--- src/rtl/dstat_pkg.sv ---
package dstat_pkg;
   localparam int unsigned STAT_W = 8;

   localparam int unsigned B_RX_LAST  = 0;
   localparam int unsigned B_RX_AVAIL = 1;
   localparam int unsigned B_RX_LOST  = 2;
   localparam int unsigned B_TX_LAST  = 3;
   localparam int unsigned B_TX_SPACE = 4;
   localparam int unsigned B_MARK     = 5;
   localparam int unsigned B_FLAG     = 6;
   localparam int unsigned B_SECOND   = 7;

   // which flags copy a live level rather than latch events
   localparam logic [STAT_W-1:0] LEVEL_BITS  = 8'b1001_0010;
   // which latched flags clear on a host read
   localparam logic [STAT_W-1:0] READ_CLEAR  = 8'b0000_1101;
   // which flags may raise the interrupt
   localparam logic [STAT_W-1:0] IRQ_CAPABLE = 8'b1001_1111;
   localparam logic [STAT_W-1:0] DEFAULT_VAL = 8'h10;
endpackage

--- src/rtl/dstat_bit.sv ---
module dstat_bit #(
   parameter bit   IS_LEVEL = 1'b0,
   parameter logic RST_VAL  = 1'b0
) (
   input  logic clk,
   input  logic rst_n,
   input  logic idle_i,
   input  logic set_i,
   input  logic clr_i,
   input  logic lvl_i,
   output logic q_o
);
   logic q_next;

   // latched flags give set priority over clear
   always_comb begin
      if (IS_LEVEL) q_next = lvl_i;
      else          q_next = set_i | (q_o & ~clr_i);
   end

   always_ff @(posedge clk or negedge rst_n) begin
      if (!rst_n)      q_o <= RST_VAL;
      else if (idle_i) q_o <= RST_VAL;
      else             q_o <= q_next;
   end
endmodule

--- src/rtl/dstat_irq.sv ---
module dstat_irq #(
   parameter int unsigned         W   = 8,
   parameter logic [W-1:0]        CAP = '1
) (
   input  logic [W-1:0] status_i,
   input  logic [W-1:0] en_i,
   output logic         irq_o
);
   assign irq_o = |(status_i & en_i & CAP);
endmodule

--- src/rtl/dchan_status_reg.sv ---
module dchan_status_reg
   import dstat_pkg::*;
#(
   parameter int unsigned            W         = STAT_W,
   parameter logic [STAT_W-1:0]      RESET_VAL = DEFAULT_VAL,
   parameter logic [STAT_W-1:0]      LVL_MASK  = LEVEL_BITS,
   parameter logic [STAT_W-1:0]      RD_MASK   = READ_CLEAR,
   parameter logic [STAT_W-1:0]      IRQ_MASK  = IRQ_CAPABLE
) (
   input  logic         clk,
   input  logic         rst_n,
   input  logic         idle_i,
   input  logic         rd_stb_i,
   input  logic         rx_last_rd_i,
   input  logic         rx_lost_i,
   input  logic         tx_last_i,
   input  logic         rx_avail_i,
   input  logic         tx_space_i,
   input  logic         rx_second_i,
   input  logic         mark_set_i,
   input  logic         mark_clr_i,
   input  logic         flag_set_i,
   input  logic         flag_clr_i,
   input  logic [7:0]   irq_en_i,
   output logic [7:0]   status_o,
   output logic         irq_o
);
   if (W != STAT_W) begin : g_bad_width
      $error("dchan_status_reg: W must equal %0d", STAT_W);
   end
   if ((LVL_MASK & RD_MASK) != '0) begin : g_bad_masks
      $error("dchan_status_reg: a level flag cannot clear on read");
   end

   logic [W-1:0] set_vec, clr_vec, lvl_vec, stat_q;

   always_comb begin
      set_vec = '0;
      set_vec[B_RX_LAST] = rx_last_rd_i;
      set_vec[B_RX_LOST] = rx_lost_i;
      set_vec[B_TX_LAST] = tx_last_i;
      set_vec[B_MARK]    = mark_set_i;
      set_vec[B_FLAG]    = flag_set_i;

      clr_vec = rd_stb_i ? RD_MASK : '0;
      clr_vec[B_MARK] = clr_vec[B_MARK] | mark_clr_i;
      clr_vec[B_FLAG] = clr_vec[B_FLAG] | flag_clr_i;

      lvl_vec = '0;
      lvl_vec[B_RX_AVAIL] = rx_avail_i;
      lvl_vec[B_TX_SPACE] = tx_space_i;
      lvl_vec[B_SECOND]   = rx_second_i;
   end

   for (genvar i = 0; i < W; i++) begin : g_bit
      dstat_bit #(
         .IS_LEVEL (LVL_MASK[i]),
         .RST_VAL  (RESET_VAL[i])
      ) u_bit (
         .clk    (clk),
         .rst_n  (rst_n),
         .idle_i (idle_i),
         .set_i  (set_vec[i]),
         .clr_i  (clr_vec[i]),
         .lvl_i  (lvl_vec[i]),
         .q_o    (stat_q[i])
      );
   end

   dstat_irq #(.W(W), .CAP(IRQ_MASK)) u_irq (
      .status_i (stat_q),
      .en_i     (irq_en_i),
      .irq_o    (irq_o)
   );

   assign status_o = stat_q;
endmodule

--- config.mk ---
export PLATFORM = sky130hd
export DESIGN_NAME = dchan_status_reg
export DESIGN_NICKNAME = d
export VERILOG_FILES = /design/src/rtl/dstat_pkg.sv /design/src/rtl/dstat_bit.sv /design/src/rtl/dstat_irq.sv /design/src/rtl/dchan_status_reg.sv
export SDC_FILE = /design/constraint.sdc
export NUM_CORES = 1
export LEC_CHECK = 0
export BUFFER_PORTS_ARGS = -buffer_cell sky130_fd_sc_hd__buf_2
export CAP_MARGIN = 20
export CORE_AREA = 2 2 39 41
export DETAILED_ROUTE_END_ITERATION = 10
export DIE_AREA = 0 0 41 43
export PLACE_DENSITY = 0.6
export SLEW_MARGIN = 25
export SYNTH_ARGS = -nofsm -noshare
export SYNTH_HDL_FRONTEND = slang
export SYNTH_SLANG_ARGS = --single-unit
--- constraint.sdc ---
create_clock -name clk -period 1.6 [get_ports clk]
set_input_delay 0.32 -clock clk [delete_from_list [all_inputs] [get_ports clk]]
set_output_delay 0.32 -clock clk [all_outputs]
set_load 0.02 [all_outputs]
==> results.sh <==
export IMPL_setup_tns_final_ps=0
export IMPL_area_delta_synth_final_pct=35.6
export IMPL_clk_pin_slew_worst_paths_ps=50
export IMPL_period_share=0.864
export IMPL_cts_sinks=8
export IMPL_viasPerCell=3.91
export IMPL_antenna_found_initial=0
export IMPL_post_cts_setup_buffer_count=0
export IMPL_rsz0062_at_grt="false"
export IMPL_largestRegisters="g_bit.u_bit.q_o: 8 flops"
export IMPL_grt_pass1_wl_mm=1.06
export IMPL_holdPathStages=2
export IMPL_synth_warnings=0
export IMPL_synth_compound_area_frac=0.124
export IMPL_post_route_min_period_ps=1380
export IMPL_max_flop_register="g_bit.u_bit.q_o"
export IMPL_fmax_mhz=724
export IMPL_drcViolationCount=0
export IMPL_layout_commonest_cell="buf_2"
export IMPL_worstPathRequired_ps=1280
export IMPL_p_per_area_nw_per_um2=891
export IMPL_synth_fa_ha_area_frac=0
export IMPL_slew_viol_final=0
export IMPL_io_buffers=28
export IMPL_numCtsBuffers=3
export IMPL_dieArea_um2=1760
export IMPL_maxCapViolations=0
export IMPL_dieWidth_um=41
export IMPL_syn_num_nets=60
export IMPL_groute_usage_overall=0.0952
export IMPL_ant_nets=0
export IMPL_total_power_w=0.000463
export IMPL_r2r_start="g_bit[0].u_bit.q_o"
export IMPL_power_leakage_nw=0.291
export IMPL_final_setup_skew_ps=0
export IMPL_end_kind="primary output"
export IMPL_dieHeight_um=43
export IMPL_cts_resized=0
export IMPL_syn_cell_area_um2=383
export IMPL_largest_reg_flops=8
export IMPL_muxShareOfSynthArea=0
export IMPL_ir_drop_mv=0.264
export IMPL_min_from="tx_space_i"
export IMPL_synth_yosys_seq_area_share=0.526
export IMPL_wl_um=698
export IMPL_clockRootBuffer="clkbuf_4"
export IMPL_initial_utilization=0.277
export IMPL_cp_startpoint="g_bit[0].u_bit.q_o"
export IMPL_grt_max_degree=9
export IMPL_dp_hpwl_um=562
export IMPL_hold_buffers=1
export IMPL_drt_pass1_iterations=2
export IMPL_r2r_cells=2
export IMPL_rows=14
export IMPL_final_cell_mix="buf_2, dfrtp_1, inv_1, nand2b_1, a21oi_1"
export IMPL_synth_seq_cells=8
export IMPL_start_kind="flop"
export IMPL_setup_viol=0
export IMPL_nNetsFinal=86
export IMPL_cts_buffer_depth=2
export IMPL_gp_congestion=0.606
export IMPL_crit_arrival_ps=1060
export IMPL_grt_pass1_vias=304
export IMPL_dr_first_iter_drc_count=1
export IMPL_synthCells=38
export IMPL_coreArea_um2=1380
export IMPL_outcome="finished, final reports clean"
export IMPL_htreeDepth=1
export IMPL_hp_class="input port to flop"
export IMPL_hold_viol=0
export IMPL_grt_overflow_total=0
export IMPL_num_vias=309
export IMPL_synth_simple_area_share=0.144
export IMPL_avgSynthCellArea_um2=10.1
export IMPL_cp_max_fo=3
export IMPL_diodes=0
export IMPL_synth_distinct_cells=10
export IMPL_synthXorXnorAreaFrac=0
export IMPL_worstSetupPathType="flop to primary output"
export IMPL_worst_slew_pin_slew_ps=185
export IMPL_cts_tree="yes"
export IMPL_slew_headroom=0.877
export IMPL_io_pins=31
export IMPL_synth_top_family_by_area="buffers and inverters"
export IMPL_nFillCells=156
export IMPL_drive_above_1_share=0.508
export IMPL_wl_per_cell_um=8.84
export IMPL_dp_cells=74
export IMPL_finalNonFillerCells=79
export IMPL_clock_latency_ps=240
==> path summary, 6_finish.rpt <==
kind	slack [ps]	endpoint
worst max-delay path	220	irq_o
worst min-delay path	260	g_bit[4].u_bit.q_o
worst max register to register	960	g_bit[0].u_bit.q_o
worst min register to register	540	g_bit[6].u_bit.q_o
max in group asynchronous	910	g_bit[4].u_bit.q_o
min in group asynchronous	450	g_bit[7].u_bit.q_o
==> report_power, final <==
group	internal [W]	leakage, nW	total, W	switching, W
combinational	0.0000388	0.176	0.0000816	0.0000427
clock	0.0000951	0.0150	0.000159	0.0000642
sequential	0.000215	0.0999	0.000222	0.00000645
total	0.000349	0.291	0.000463	0.000113
==> layer usage <==
metal	vias to the layer above	share of wire	GRT usage
li1	162	-	-
met1	127	0.39	0.0795
met2	20	0.44	0.159
met5	-	0	0
met4	0	0	0.0800
met3	0	0.17	0.0366
==> synth_stat cells <==
master    n  area (µm²)
buf_4     8        60.1
a22oi_1   3        22.5
inv_1     5        18.8
nand2b_1  5        31.3
a21oi_1   5        25.0
or2_1     1        6.26
dfrtp_1   7         175
dfstp_2   1        26.3
nand3_1   1        5.00
nor2b_1   2        12.5
==> cell families after synthesis <==
family,after synthesis
flip-flops,8
AO/OA/AOI/OAI,8
AND/OR/NAND/NOR,9
buffers and inverters,13
==> stage by stage <==
step	area, µm²	util	setup slack [ps]	hold slack, ps
2_1_floorplan	383	-	530	24.4
3_5_place_dp	483	0.349	433	172
3_3_place_gp	483	0.349	446	171
6_report	519	0.375	218	263
5_1_grt	519	0.375	122	259
4_1_cts	519	0.375	192	254
==> cell type report <==
type                    count  area, µm²  area share
flip-flops and latches      8        201       0.388
inverters                   5       18.8      0.0361
multi-input cells          17        103       0.198
repair buffers             29        150       0.289
well taps                  16       20.0      0.0386
clock buffers               4       26.3      0.0506
==> worst max-delay path, stage by stage, from the launching register on <==
cell,delay [ps]
dfrtp_1,390
a22oi_1,190
nand3_1,80
buf_2,160
Power figures use the tool's default switching activity.
